--- config.mk ---
export PLATFORM = sky130hd
export DESIGN_NAME = dram_refresh_sched
export DESIGN_NICKNAME = d
export VERILOG_FILES = /design/src/rtl/dram_ref_pkg.sv /design/src/rtl/ref_interval_timer.sv /design/src/rtl/ref_pending_counter.sv /design/src/rtl/ref_row_counter.sv /design/src/rtl/ref_strobe_seq.sv /design/src/rtl/dram_refresh_sched.sv
export SDC_FILE = /design/constraint.sdc
export NUM_CORES = 1
export LEC_CHECK = 0
export BUFFER_PORTS_ARGS = -buffer_cell sky130_fd_sc_hd__buf_2
export CAP_MARGIN = 20
export CORE_ASPECT_RATIO = 0.5
export CORE_MARGIN = 8
export CORE_UTILIZATION = 43
export CTS_CLUSTER_DIAMETER = 60
export DETAILED_ROUTE_END_ITERATION = 10
export PLACE_DENSITY = 0.73
export SETUP_SLACK_MARGIN = 0.05
export SYNTH_ARGS = -nofsm -noshare
export SYNTH_HDL_FRONTEND = slang
export SYNTH_SLANG_ARGS = --single-unit
--- constraint.sdc ---
create_clock -name clk -period 4.8 [get_ports clk]
set_clock_uncertainty 0.15 [all_clocks]
set_input_delay 0.72 -clock clk [delete_from_list [all_inputs] [get_ports clk]]
set_output_delay 0.72 -clock clk [all_outputs]
set_load 0.01 [all_outputs]
--- src/rtl/dram_ref_pkg.sv ---
package dram_ref_pkg;

  typedef enum logic [2:0] {
    ST_IDLE,
    ST_CAS_LEAD,
    ST_RAS_LOW,
    ST_CAS_TAIL,
    ST_PRECHG
  } seq_state_t;

  // backlog step: one in, one out, bounded at lim
  function automatic int unsigned pend_step(int unsigned cur, logic inc, logic dec,
                                            int unsigned lim);
    if (inc && !dec && cur < lim) return cur + 1;
    if (dec && !inc && cur > 0) return cur - 1;
    return cur;
  endfunction

  // modular row step over rows entries
  function automatic int unsigned row_step(int unsigned cur, int unsigned rows);
    return (cur == rows - 1) ? 0 : cur + 1;
  endfunction

endpackage

--- src/rtl/ref_interval_timer.sv ---
module ref_interval_timer #(
  parameter int unsigned PERIOD = 1560
) (
  input  logic clk,
  input  logic rst_n,
  output logic tick
);
  localparam int unsigned TW = (PERIOD > 1) ? $clog2(PERIOD) : 1;
  localparam logic [TW-1:0] LAST = TW'(PERIOD - 1);

  logic [TW-1:0] cnt_q;

  always_ff @(posedge clk) begin
    if (!rst_n)            cnt_q <= '0;
    else if (cnt_q == LAST) cnt_q <= '0;
    else                   cnt_q <= cnt_q + TW'(1);
  end

  assign tick = (cnt_q == LAST);
endmodule

--- src/rtl/ref_pending_counter.sv ---
module ref_pending_counter
  import dram_ref_pkg::*;
#(
  parameter int unsigned PEND_MAX = 8,
  parameter int unsigned PCW      = 4
) (
  input  logic           clk,
  input  logic           rst_n,
  input  logic           tick,
  input  logic           done,
  output logic [PCW-1:0] cnt,
  output logic           nonzero
);
  logic [PCW-1:0] cnt_q;

  always_ff @(posedge clk) begin
    if (!rst_n) cnt_q <= '0;
    else        cnt_q <= PCW'(pend_step(32'(cnt_q), tick, done, PEND_MAX));
  end

  assign cnt     = cnt_q;
  assign nonzero = (cnt_q != '0);
endmodule

--- src/rtl/ref_row_counter.sv ---
module ref_row_counter
  import dram_ref_pkg::*;
#(
  parameter int unsigned ROW_BITS = 11
) (
  input  logic                clk,
  input  logic                rst_n,
  input  logic                adv,
  output logic [ROW_BITS-1:0] row
);
  localparam int unsigned ROWS = 1 << ROW_BITS;

  logic [ROW_BITS-1:0] row_q;

  always_ff @(posedge clk) begin
    if (!rst_n)   row_q <= '0;
    else if (adv) row_q <= ROW_BITS'(row_step(32'(row_q), ROWS));
  end

  assign row = row_q;
endmodule

--- src/rtl/ref_strobe_seq.sv ---
module ref_strobe_seq
  import dram_ref_pkg::*;
#(
  parameter int unsigned CAS_LEAD = 2,
  parameter int unsigned RAS_LOW  = 4,
  parameter int unsigned PRECHG   = 3
) (
  input  logic clk,
  input  logic rst_n,
  input  logic start,
  input  logic ras_only_in,
  output logic ras_n,
  output logic cas_n,
  output logic busy,
  output logic done,
  output logic mode_q
);
  localparam int unsigned M1   = (CAS_LEAD > RAS_LOW) ? CAS_LEAD : RAS_LOW;
  localparam int unsigned MAXD = (M1 > PRECHG) ? M1 : PRECHG;
  localparam int unsigned DW   = (MAXD > 1) ? $clog2(MAXD) : 1;

  seq_state_t     st_q, st_d;
  logic [DW-1:0]  dly_q, dly_d;
  logic           mode_d;
  logic           phase_end;

  assign phase_end = (dly_q == '0);

  always_comb begin
    st_d   = st_q;
    dly_d  = phase_end ? dly_q : dly_q - DW'(1);
    mode_d = mode_q;
    case (st_q)
      ST_IDLE: begin
        dly_d = '0;
        if (start) begin
          mode_d = ras_only_in;
          if (ras_only_in) begin
            st_d  = ST_RAS_LOW;
            dly_d = DW'(RAS_LOW - 1);
          end else begin
            st_d  = ST_CAS_LEAD;
            dly_d = DW'(CAS_LEAD - 1);
          end
        end
      end
      ST_CAS_LEAD: if (phase_end) begin
        st_d  = ST_RAS_LOW;
        dly_d = DW'(RAS_LOW - 1);
      end
      ST_RAS_LOW: if (phase_end) begin
        if (mode_q) begin
          st_d  = ST_PRECHG;
          dly_d = DW'(PRECHG - 1);
        end else begin
          st_d  = ST_CAS_TAIL;
          dly_d = '0;
        end
      end
      ST_CAS_TAIL: begin
        st_d  = ST_PRECHG;
        dly_d = DW'(PRECHG - 1);
      end
      ST_PRECHG: if (phase_end) st_d = ST_IDLE;
      default: st_d = ST_IDLE;
    endcase
  end

  always_ff @(posedge clk) begin
    if (!rst_n) begin
      st_q   <= ST_IDLE;
      dly_q  <= '0;
      mode_q <= 1'b0;
    end else begin
      st_q   <= st_d;
      dly_q  <= dly_d;
      mode_q <= mode_d;
    end
  end

  assign busy  = (st_q != ST_IDLE);
  assign done  = (st_q == ST_PRECHG) && phase_end;
  assign ras_n = (st_q != ST_RAS_LOW);
  assign cas_n = !((st_q == ST_CAS_LEAD) || (st_q == ST_CAS_TAIL) ||
                   ((st_q == ST_RAS_LOW) && !mode_q));
endmodule

--- src/rtl/dram_refresh_sched.sv ---
module dram_refresh_sched #(
  parameter int unsigned REFI_CYC = 1560,
  parameter int unsigned CAS_LEAD = 2,
  parameter int unsigned RAS_LOW  = 4,
  parameter int unsigned PRECHG   = 3,
  parameter int unsigned PEND_MAX = 8,
  parameter int unsigned ROW_BITS = 11,
  localparam int unsigned PCW     = $clog2(PEND_MAX + 1)
) (
  input  logic                clk,
  input  logic                rst_n,
  input  logic                cfg_ras_only,
  input  logic                ref_gnt,
  output logic                ref_req,
  output logic                busy,
  output logic                ras_n,
  output logic                cas_n,
  output logic [ROW_BITS-1:0] row_addr,
  output logic [PCW-1:0]      pend_cnt
);
  // named internal events
  logic tick_evt;
  logic start_evt;
  logic done_evt;
  logic pend_nz;
  logic mode_q;
  logic row_adv;

  ref_interval_timer #(.PERIOD(REFI_CYC)) u_timer (
    .clk  (clk),
    .rst_n(rst_n),
    .tick (tick_evt)
  );

  ref_pending_counter #(.PEND_MAX(PEND_MAX), .PCW(PCW)) u_pend (
    .clk    (clk),
    .rst_n  (rst_n),
    .tick   (tick_evt),
    .done   (done_evt),
    .cnt    (pend_cnt),
    .nonzero(pend_nz)
  );

  assign ref_req   = pend_nz && !busy;
  assign start_evt = ref_req && ref_gnt;

  ref_strobe_seq #(.CAS_LEAD(CAS_LEAD), .RAS_LOW(RAS_LOW), .PRECHG(PRECHG)) u_seq (
    .clk        (clk),
    .rst_n      (rst_n),
    .start      (start_evt),
    .ras_only_in(cfg_ras_only),
    .ras_n      (ras_n),
    .cas_n      (cas_n),
    .busy       (busy),
    .done       (done_evt),
    .mode_q     (mode_q)
  );

  assign row_adv = done_evt && mode_q;

  ref_row_counter #(.ROW_BITS(ROW_BITS)) u_row (
    .clk  (clk),
    .rst_n(rst_n),
    .adv  (row_adv),
    .row  (row_addr)
  );
endmodule

==> run metrics <==
first-pass GRT wire length=6.22 mm; CP endpoint=u_row.row[3]; Post-CTS Setup Repair Bufs=0; sequential fraction of the synthesis area=0.378; endpoint type of the worst setup path=flop; Final Cell Area=between 0.0015 and 0.002 mm^2; Pins Over Slew Limit=0; final hold vios=0; Clock Sinks=32; post-synth cell types=44; Hold WC Path Type=reg2reg; crit share post-route=0.513; R2R depth=4; wire length per cell=between 10 and 15 um; Nets=approximately 240; RR Endpoint=u_row.row[3]; layout cell share with drive strength beyond 1=0.150; DIE AREA=0.00633 mm^2; routability cong.=0.796; Ports=23; Gate Count Post-Synth=between 200 and 250; Avg Synthesized Cell Area=around 8.4 um^2; WS Path Type=reg2reg; R2R Setup Slk=between 2 and 2.5 ns; Die Wd=between 100 and 150 um; setup violators final=0; Area after DPL=~0.0019 mm^2; number of max-cap violations=0; CP startpoint kind=flop; CTS Buf Count=5; #FFs+latches synth=32; vias per inst=around 5.3; synth warn=0; CP startpoint=u_seq.st_q[2]; CP required=about 4.8 ns; CP Cell Sequence=or3b_1 -> or4_4 -> o21ai_1 -> nor2_1; min cycle time layout=~2.5 ns; Remaining DRCs=0; H-tree depth=2; RSZ-0062 raised after global routing=no; floorplan row count=16; clock-pin slew on the worst setup and hold paths=~0.070 ns; final setup TNS=0 ns; worst-skew pair later-pin latency=between 0.2 and 0.3 ns; hold buffers post-CTS=0; Resize count post-CTS=0; Worst slew margin=0.481; Vias=~1500; Root Driver=clkbuf_8; FMAX=slightly above 400 MHz; Iteration-0 DRC Markers=49; Peak VDD IR=roughly 170 uV; DRT Pass-1 Iters=5; Port Buffers=22; diodes inserted=0; WP buf/inv=0; die height=between 60 and 70 um; Largest stage delay, worst path=0.60 ns; largest net degree at the start of global routing=17; vias in the first global route=about 1400; WP depth=4; total grt overflow=0; fillers=approximately 380; synthesis-to-layout area growth=14.4%; Arrival @ worst endpoint=roughly 2.5 ns; reg2reg start=u_seq.st_q[2]; CTS tree=done; cell family with most CP delay=simple AND/OR/NAND/NOR gates; Core Area=between 0.003 and 0.004 mm^2; Routed Wire Length=about 3.5 mm; Post-Syn Area=0.00170 mm^2; Starting Density=0.441; area of the multi-input gates=991 um^2; pwr/cell area=253 mW/mm^2; Reg area=around 640 um^2; initial antenna violation count=0; gr usage total=0.117; Worst-Margin Slew=0.769 ns; LEAKAGE=approximately 0.00076 uW; Mapped Nets=214; crit path max fanout=16; antenna-violating nets left=0; status=complete, no violations; Critical Path Slowest Stage Cell=or4_4; Final HPWL DP=roughly 2.6 mm; CTS max path bufs=2
[cell families after synthesis]
| logic type | count (synthesis) | share of synthesized area |
|---|---|---|
| adder cells (fa/ha/maj) | 7 | 0.0516 |
| AO/OA/AOI/OAI | 35 | 0.135 |
| buffers and inverters | 17 | 0.0383 |
| AND/OR/NAND/NOR | 91 | 0.285 |
| flip-flops | 32 | 0.378 |
| multiplexers | 5 | 0.0295 |
| XOR/XNOR | 16 | 0.0826 |
[state kept, by name, indices dropped and copies added, names as in the netlist]
| name | cells |
|---|---|
| u_row.row | 11 |
| u_timer.cnt_q | 11 |
| u_pend.cnt | 4 |
| u_seq.st_q | 3 |
| u_seq.dly_q | 2 |
| u_seq.mode_q | 1 |
[cells in the mapped netlist, drive strengths merged]
cell	count	area, um^2
nor4	5	31.3
o32ai	2	17.5
a211o	2	17.5
nor4bb	2	20.0
a31oi	1	6.26
xor2	8	70.1
nor2	27	101
inv	11	41.3
nand2	14	52.6
o21ai	9	45.0
or2	1	6.26
o32a	1	10.0
or3	4	25.0
nand2b	1	6.26
o31ai	2	15.0
clkbuf	4	15.0
a221oi	1	8.76
nand3b	2	15.0
nor3b	2	15.0
o31a	1	8.76
dfxtp	32	641
nand3	13	65.1
or4	2	18.8
and2	1	6.26
nand4	5	31.3
o21bai	1	7.51
o221a	1	11.3
xnor2	8	70.1
nand4bb	1	11.3
and3	4	25.0
nor3	2	10.0
a21o	1	7.51
buf	2	8.75
or3b	4	35.0
and4	1	8.76
ha	7	87.6
a41o	1	10.0
mux2i	5	50.1
o2bb2ai	1	8.76
a21oi	11	55.1
[cell type report]
cell class / count / share of cell area
multi-input cells: 154 / 0.511
flip-flops and latches: 32 / 0.330
inverters: 11 / 0.0213
well taps: 54 / 0.0348
repair buffers: 22 / 0.0567
clock buffers: 8 / 0.0464
[layout by cell type (no fill, tap or decap), types with 3 or more instances in the layout]
cell,n
dfxtp_1,32
buf_2,22
nor2_1,27
nand3_1,13
mux2i_1,5
nor4_1,5
o21ai_0,8
or3_1,4
nand4_1,5
ha_1,7
a21oi_1,11
or3b_2,3
xor2_1,8
xnor2_1,8
clkbuf_8,6
inv_1,11
and3_1,4
nand2_1,14
[worst reg2reg max path: stages, from the launching register on]
cell and delay (ns):
dfxtp_1 0.59, or3b_1 0.53, or4_4 0.60, o21ai_1 0.37, nor2_1 0.10
[how the worst min path moves through the flow]
stage / startpoint / to / slack (ns) / cells past startpoint
floorplan: u_timer.cnt_q[0] / u_timer.cnt_q[0] / 0.26 / 1
global placement: u_timer.cnt_q[0] / u_timer.cnt_q[0] / 0.27 / 1
detailed placement: u_timer.cnt_q[0] / u_timer.cnt_q[0] / 0.29 / 1
CTS: u_timer.cnt_q[0] / u_timer.cnt_q[0] / 0.30 / 1
global route: u_timer.cnt_q[0] / u_timer.cnt_q[0] / 0.36 / 1
finish: u_timer.cnt_q[0] / u_timer.cnt_q[0] / 0.31 / 1
[per-layer routing]
layer,vias to the layer above,track usage,part of all wire
li1,767,-,-
met1,700,0.134,0.49
met2,21,0.221,0.48
met3,2,0.0275,0.032
met4,0,0.0301,0.0076
met5,-,0,0
[through the flow]
step	total power (uW)	setup slack (ns)	hold slack, ns	cells	utilization
floorplan	283	2.71	0.263	203	-
global placement	287	2.43	0.274	273	0.481
detailed placement	287	2.39	0.291	273	0.481
CTS	495	2.37	0.300	281	0.505
global route	508	2.18	0.362	281	0.505
finish	490	2.34	0.307	281	0.505
[power by group]
part           switching (uW)  internal [uW]  leakage, uW  total, uW
Clock                    92.4            117    0.0000455        209
Combinational            7.73           4.07     0.000461       11.8
Sequential               1.79            268     0.000258        269
Total                     102            389     0.000765        490
Note: power is estimated with default switching activity, not from simulation.
